<file path="src/rtl/tr_pkg.sv">
package tr_pkg;
  typedef enum logic [2:0] {
    CC_ANY  = 3'd0,
    CC_LOW  = 3'd1,
    CC_HIGH = 3'd2,
    CC_RISE = 3'd3,
    CC_FALL = 3'd4,
    CC_EDGE = 3'd5
  } chan_code_e;
endpackage

</file>
<file path="src/rtl/tr_chan_match.sv">
module tr_chan_match (
  input  logic [2:0] code,
  input  logic       cur,
  input  logic       prv,
  input  logic       prv_ok,
  output logic       hit
);
  import tr_pkg::*;

  // Per-channel condition; edge codes need a stored previous sample
  always_comb begin
    unique case (code)
      CC_LOW:  hit = ~cur;
      CC_HIGH: hit = cur;
      CC_RISE: hit = prv_ok & ~prv & cur;
      CC_FALL: hit = prv_ok & prv & ~cur;
      CC_EDGE: hit = prv_ok & (prv ^ cur);
      default: hit = 1'b1;
    endcase
  end
endmodule

</file>
<file path="src/rtl/tr_dur_qual.sv">
module tr_dur_qual #(
  parameter int DUR_W = 16
) (
  input  logic             clk,
  input  logic             rst_n,
  input  logic             clr,
  input  logic             step,
  input  logic             pat,
  input  logic             cond_q,
  input  logic [DUR_W-1:0] lim_min,
  input  logic [DUR_W-1:0] lim_max,
  output logic             win_ok
);
  localparam logic [DUR_W-1:0] DUR_TOP = {DUR_W{1'b1}};

  logic [DUR_W-1:0] len_q;
  logic [DUR_W-1:0] len_d;

  always_comb begin
    len_d = len_q;
    if (clr) begin
      len_d = '0;
    end else if (step) begin
      if (pat) begin
        if (!cond_q)              len_d = {{(DUR_W-1){1'b0}}, 1'b1};
        else if (len_q != DUR_TOP) len_d = len_q + 1'b1;
      end else begin
        len_d = '0;
      end
    end
  end

  always_ff @(posedge clk or negedge rst_n) begin
    if (!rst_n)            len_q <= '0;
    else if (clr || step)  len_q <= len_d;
  end

  // Interval ending now, length inside window
  assign win_ok = cond_q & ~pat & (len_q >= lim_min) & (len_q <= lim_max);

  assert_len_monotonic_R8: assert property (@(posedge clk) disable iff (!rst_n)
    (step && !clr && pat && cond_q) |=> (len_q >= $past(len_q)));

  assert_len_nonzero_R7: assert property (@(posedge clk) disable iff (!rst_n)
    (step && !clr && pat) |=> (len_q != '0));
endmodule

</file>
<file path="src/rtl/tr_occ_count.sv">
module tr_occ_count #(
  parameter int CNT_W = 10
) (
  input  logic             clk,
  input  logic             rst_n,
  input  logic             clr,
  input  logic             evt,
  input  logic [CNT_W-1:0] pass,
  output logic             fire
);
  logic [CNT_W-1:0] cnt_q;
  logic [CNT_W-1:0] cnt_d;
  logic             cnt_en;

  // Fire on occurrence pass+1
  assign fire   = evt & (cnt_q == pass);
  assign cnt_en = clr | (evt & ~fire);

  always_comb begin
    cnt_d = clr ? '0 : cnt_q + 1'b1;
  end

  always_ff @(posedge clk or negedge rst_n) begin
    if (!rst_n)      cnt_q <= '0;
    else if (cnt_en) cnt_q <= cnt_d;
  end

  assert_skip_advances_R6: assert property (@(posedge clk) disable iff (!rst_n)
    (evt && !fire && !clr) |=> (cnt_q != '0));
endmodule

</file>
<file path="src/rtl/trig_recognizer.sv">
module trig_recognizer #(
  parameter int NCH   = 18,
  parameter int CNT_W = 10,
  parameter int DUR_W = 16
) (
  input  logic               clk,
  input  logic               rst_n,
  input  logic               arm,
  input  logic               smp_vld,
  input  logic [NCH-1:0]     smp_data,
  input  logic [3*NCH-1:0]   cfg_cond,
  input  logic               cfg_exit,
  input  logic [CNT_W-1:0]   cfg_pass,
  input  logic               cfg_dur_en,
  input  logic [DUR_W-1:0]   cfg_dur_min,
  input  logic [DUR_W-1:0]   cfg_dur_max,
  output logic               trig_out,
  output logic               armed
);
  // Reset: asynchronous assert, synchronous release
  logic [1:0] rsync_q;
  logic       rst_int_n;

  always_ff @(posedge clk or negedge rst_n) begin
    if (!rst_n) rsync_q <= 2'b00;
    else        rsync_q <= {rsync_q[0], 1'b1};
  end
  assign rst_int_n = rsync_q[1];

  logic           armed_q, armed_d;
  logic           pok_q, pok_d;
  logic [NCH-1:0] prev_q;
  logic           cond_q, cond_d;
  logic           trig_q;
  logic [NCH-1:0] hit;
  logic           pat;
  logic           step;
  logic           entry, leave, win_ok, evt, fire;

  // Per-channel match units
  for (genvar i = 0; i < NCH; i++) begin : g_ch
    tr_chan_match u_match (
      .code   (cfg_cond[3*i +: 3]),
      .cur    (smp_data[i]),
      .prv    (prev_q[i]),
      .prv_ok (pok_q),
      .hit    (hit[i])
    );
  end

  assign pat   = &hit;
  assign step  = smp_vld & armed_q & ~arm;
  assign entry = pat & ~cond_q;
  assign leave = ~pat & cond_q;
  assign evt   = step & (cfg_dur_en ? win_ok : (cfg_exit ? leave : entry));

  tr_dur_qual #(.DUR_W(DUR_W)) u_dur (
    .clk     (clk),
    .rst_n   (rst_int_n),
    .clr     (arm),
    .step    (step),
    .pat     (pat),
    .cond_q  (cond_q),
    .lim_min (cfg_dur_min),
    .lim_max (cfg_dur_max),
    .win_ok  (win_ok)
  );

  tr_occ_count #(.CNT_W(CNT_W)) u_occ (
    .clk   (clk),
    .rst_n (rst_int_n),
    .clr   (arm),
    .evt   (evt),
    .pass  (cfg_pass),
    .fire  (fire)
  );

  always_comb begin
    armed_d = armed_q;
    pok_d   = pok_q;
    cond_d  = cond_q;
    if (arm) begin
      armed_d = 1'b1;
      pok_d   = 1'b0;
      cond_d  = 1'b0;
    end else if (step) begin
      pok_d  = 1'b1;
      cond_d = pat;
      if (fire) armed_d = 1'b0;
    end
  end

  always_ff @(posedge clk or negedge rst_int_n) begin
    if (!rst_int_n) begin
      armed_q <= 1'b0;
      pok_q   <= 1'b0;
      cond_q  <= 1'b0;
      trig_q  <= 1'b0;
    end else begin
      armed_q <= armed_d;
      pok_q   <= pok_d;
      cond_q  <= cond_d;
      trig_q  <= fire;
    end
  end

  always_ff @(posedge clk or negedge rst_int_n) begin
    if (!rst_int_n) prev_q <= '0;
    else if (step)  prev_q <= smp_data;
  end

  assign trig_out = trig_q;
  assign armed    = armed_q;

  assert_pulse_single_R9: assert property (@(posedge clk) disable iff (!rst_int_n)
    trig_q |=> !trig_q);

  assert_disarm_with_fire_R9: assert property (@(posedge clk) disable iff (!rst_int_n)
    trig_q |-> !armed_q);

  assert_armed_drop_cause_R9: assert property (@(posedge clk) disable iff (!rst_int_n)
    $fell(armed_q) |-> trig_q);

  assert_fire_needs_strobe_R10: assert property (@(posedge clk) disable iff (!rst_int_n)
    trig_q |-> $past(smp_vld && armed_q && !arm));
endmodule

</file>
<file path="config.mk">
export PLATFORM = sky130hd
export DESIGN_NAME = trig_recognizer
export DESIGN_NICKNAME = d
export VERILOG_FILES = /design/src/rtl/tr_pkg.sv /design/src/rtl/tr_chan_match.sv /design/src/rtl/tr_dur_qual.sv /design/src/rtl/tr_occ_count.sv /design/src/rtl/trig_recognizer.sv
export SDC_FILE = /design/constraint.sdc
export NUM_CORES = 1
export LEC_CHECK = 0
export BUFFER_PORTS_ARGS = -buffer_cell sky130_fd_sc_hd__buf_2
export CELL_PAD_IN_SITES_DETAIL_PLACEMENT = 0
export CELL_PAD_IN_SITES_GLOBAL_PLACEMENT = 1
export CORE_UTILIZATION = 40
export CTS_CLUSTER_SIZE = 28
export DETAILED_ROUTE_END_ITERATION = 8
export GPL_TIMING_DRIVEN = 0
export HOLD_SLACK_MARGIN = 0.12
export PLACE_DENSITY = 0.85
export RECOVER_POWER = 100
export SYNTH_ARGS = -nofsm -noshare
export SYNTH_HDL_FRONTEND = slang
export SYNTH_SLANG_ARGS = --single-unit
</file>
<file path="constraint.sdc">
create_clock -name clk -period 3.3 [get_ports clk]
set_input_delay 0.33 -clock clk [delete_from_list [all_inputs] [get_ports clk]]
set_output_delay 0.33 -clock clk [all_outputs]
set_load 0.1 [all_outputs]
</file>
==> flow_metrics.env <==
export IMPL_reg2reg_depth=8
export IMPL_io_buffers=120
export IMPL_hold_violations=0
export IMPL_period_minus_slack_ns=3.18
export IMPL_track_usage=0.204
export IMPL_maxCapViolCount=1
export IMPL_rrSetupSlack_ns=0.12
export IMPL_path_buf_inv=0
export IMPL_clkTransAtPathRegs_ns=0.09
export IMPL_htree_levels=2
export IMPL_synthArstFlopShare=1.00
export IMPL_final_util=0.494
export IMPL_via_per_inst=5.53
export IMPL_pwr_density_cell_nw_per_um2=273
export IMPL_antennaDiodeCount=0
export IMPL_synthTopCellsByCount="61 x o21ai_0, 54 x inv_1, 50 x dfrtp_1, 34 x a21oi_1, 34 x ha_1"
export IMPL_antenna_found_initial=1
export IMPL_worstSetupEndpoint="u_occ.cnt_q[9]"
export IMPL_worst_slew_margin_rel=-0.434
export IMPL_worst_slack_ns=0.122
export IMPL_cp_startpoint="u_dur.len_q[12]"
export IMPL_detailed_place_hpwl_mm=9.17
export IMPL_synthDistinctLibCells=55
export IMPL_slowest_stage="or4_4"
export IMPL_drc=0
export IMPL_first_pass_iters=6
export IMPL_place_ws_ns=0.0846
export IMPL_setup_viol=0
export IMPL_status="finished, violations left"
export IMPL_crit_family="simple AND/OR/NAND/NOR gates"
export IMPL_final_nets=803
export IMPL_crit_arrival_ns=3.37
export IMPL_ios=122
export IMPL_synth_top_area_frac=0.282
export IMPL_grt_first_pass_wirelength_mm=18.9
export IMPL_synth_seq_area_share=0.282
export IMPL_die_area_um2=11500
export IMPL_start_util=0.410
export IMPL_globalplace_congestion=0.845
export IMPL_placed_area_um2=5240
export IMPL_syn_area_um2=4440
export IMPL_dp_cells=781
export IMPL_irDropWorstVdd_v=0.000192
export IMPL_vias=4367
export IMPL_gr_total_overflow=0
export IMPL_cp_num_cells=8
export IMPL_clkSinkCount=50
export IMPL_fin_cells=789
export IMPL_crit_required_ns=3.49
export IMPL_fp_row_count=38
export IMPL_min_path_type="reg -> async"
export IMPL_total_power_mw=1.46
export IMPL_fin_area_um2=5350
export IMPL_worst_path_largest_cell_delay_ns=0.56
export IMPL_synth_cells=520
export IMPL_core_area_um2=10800
export IMPL_synthesis_nets=674
export IMPL_wire_per_inst_um=14.5
export IMPL_root_buffer="clkbuf_8"
export IMPL_crit_type="reg -> reg"
export IMPL_drt_iter0_drc=178
export IMPL_p_leak_nw=2.58
export IMPL_yosys_area_top_type="dfrtp_1"
export IMPL_synth_seq_cells=50
export IMPL_cts_buffer_depth=2
export IMPL_synth_edff_count=0
export IMPL_tns_ns=0
export IMPL_ant_nets=0
export IMPL_max_freq_mhz=315
export IMPL_start_kind="flip-flop"
export IMPL_clock_latency_ns=0.31
export IMPL_tightest_slew_ns=2.15
export IMPL_finalHoldWorstSlack_ns=0.187
export IMPL_fin_crit_sh=0.963
export IMPL_maxSlewViolCount=40
export IMPL_r2r_end="u_occ.cnt_q[9]"
export IMPL_yosys_warnings=0
export IMPL_die_h_um=107
export IMPL_yosysMostFrequentCell="o21ai_0"
export IMPL_drive_above_1_share=0.253
export IMPL_grt_max_degree=40
export IMPL_area_growth_syn_to_layout_pct=20.5
export IMPL_ys_flop_type="dfrtp_1"
export IMPL_synth_area_leaders="dfrtp_1 28%, ha_1 9.6%, o21ai_0 6.9%"
export IMPL_failed_checks="capacitance limit, slew limit"
export IMPL_endpoint_kind="flip-flop"
export IMPL_crit_fanout=8
export IMPL_tritoncts="yes"
export IMPL_timing_rr_start="u_dur.len_q[12]"
export IMPL_first_global_vias=4217
export IMPL_cts_buffers=5
export IMPL_drt_total_wl_mm=11.4
export IMPL_crit_chain="ha_1, nand3_2, or4_4, o21a_1, a2111oi_4, o2111ai_4, nor4_2, mux2_2"
export IMPL_fin_worst_skew_ns=0.00802
export IMPL_die_w_um=107
export IMPL_syn_avg_cell_area_um2=8.54
[per-layer routing]
layer | vias up | track usage | wire [µm]
met2 | 112 | 0.362 | 5570
met1 | 2039 | 0.244 | 4910
li1 | 2201 | - | -
met4 | 2 | 0.0479 | 110
met5 | - | 0 | 10
met3 | 13 | 0.0521 | 829
[repair_timing]
action                                 CTS  global route
endpoints found under the hold margin    2             0
resized for setup                        0             5
hold buffers                             1             0
setup buffers                            0             0
setup endpoints to repair                0            19
[worst register-to-register path, cell delays in order (launching register included)]
cell	delay [ns]
dfrtp_1	0.48
ha_1	0.35
nand3_2	0.10
or4_4	0.56
o21a_1	0.22
a2111oi_4	0.38
o2111ai_4	0.26
nor4_2	0.36
mux2_2	0.37
[final cells by class]
class | instances | area (µm²)
buffer | 13 | 65.1
clock buffer | 6 | 82.6
clock inverter | 1 | 30.0
fill | 1052 | 5490
inverter | 54 | 203
multi-input combinational | 403 | 2930
sequential | 50 | 1250
tap | 140 | 175
timing repair buffer | 122 | 611
[cell families (layout without fill, tap and decap cells)]
logic type / count (synthesis) / in the layout / share of synthesized area
simple gates: 187 / 187 / 0.264
compound gates: 132 / 132 / 0.183
buf+inv: 67 / 196 / 0.0606
flops: 50 / 50 / 0.282
mux: 39 / 39 / 0.0944
fa+ha+maj: 34 / 34 / 0.0958
xor+xnor: 10 / 10 / 0.0197
other cells: 1 / 1 / 0.000844
[worst min-delay path by stage]
stage          startpoint          to
6_report       rsync_q[1]   prev_q[9]
4_1_cts        rsync_q[1]  prev_q[10]
2_1_floorplan       rst_n  rsync_q[0]
3_3_place_gp        rst_n  rsync_q[1]
5_1_grt        rsync_q[1]   prev_q[9]
3_5_place_dp        rst_n  rsync_q[0]
[report_power, final]
group	internal [mW]	switching (mW)	total, mW
Sequential	0.648	0.0319	0.680
Combinational	0.171	0.157	0.328
Clock	0.243	0.209	0.452
Total	1.06	0.398	1.46
[sequential cells by signal (all words and copies together) (netlist names)]
register,cells
armed,1
u_occ.cnt_q,10
rsync_q,2
prev_q,18
u_dur.len_q,16
pok_q,1
cond_q,1
trig_out,1
[cell usage in the layout, fill, tap and decap left out, types with 4 or more instances in the layout]
master    netlist  final
a21oi_1        34     34
buf_2           2    119
xnor2_1         8      8
nor3_1          7      6
dfrtp_1        50     50
nand4_1        18     18
o21ai_0        61     60
ha_1           34     34
clkbuf_1        6     11
nand3_1        26     26
mux2i_1        16     16
and4b_1        15     15
o211ai_1        6      6
nor4_1          6      4
or4_1           7      7
clkbuf_8        0      6
o31ai_1         7      7
or3_1           8      8
nand2_1        24     24
nor2_1         19     19
mux2_2         23     23
nor3b_1        17     17
nor2b_1         7      7
and3b_1        20     20
inv_1          54     54
No activity file was read; power rests on OpenSTA's default activity.
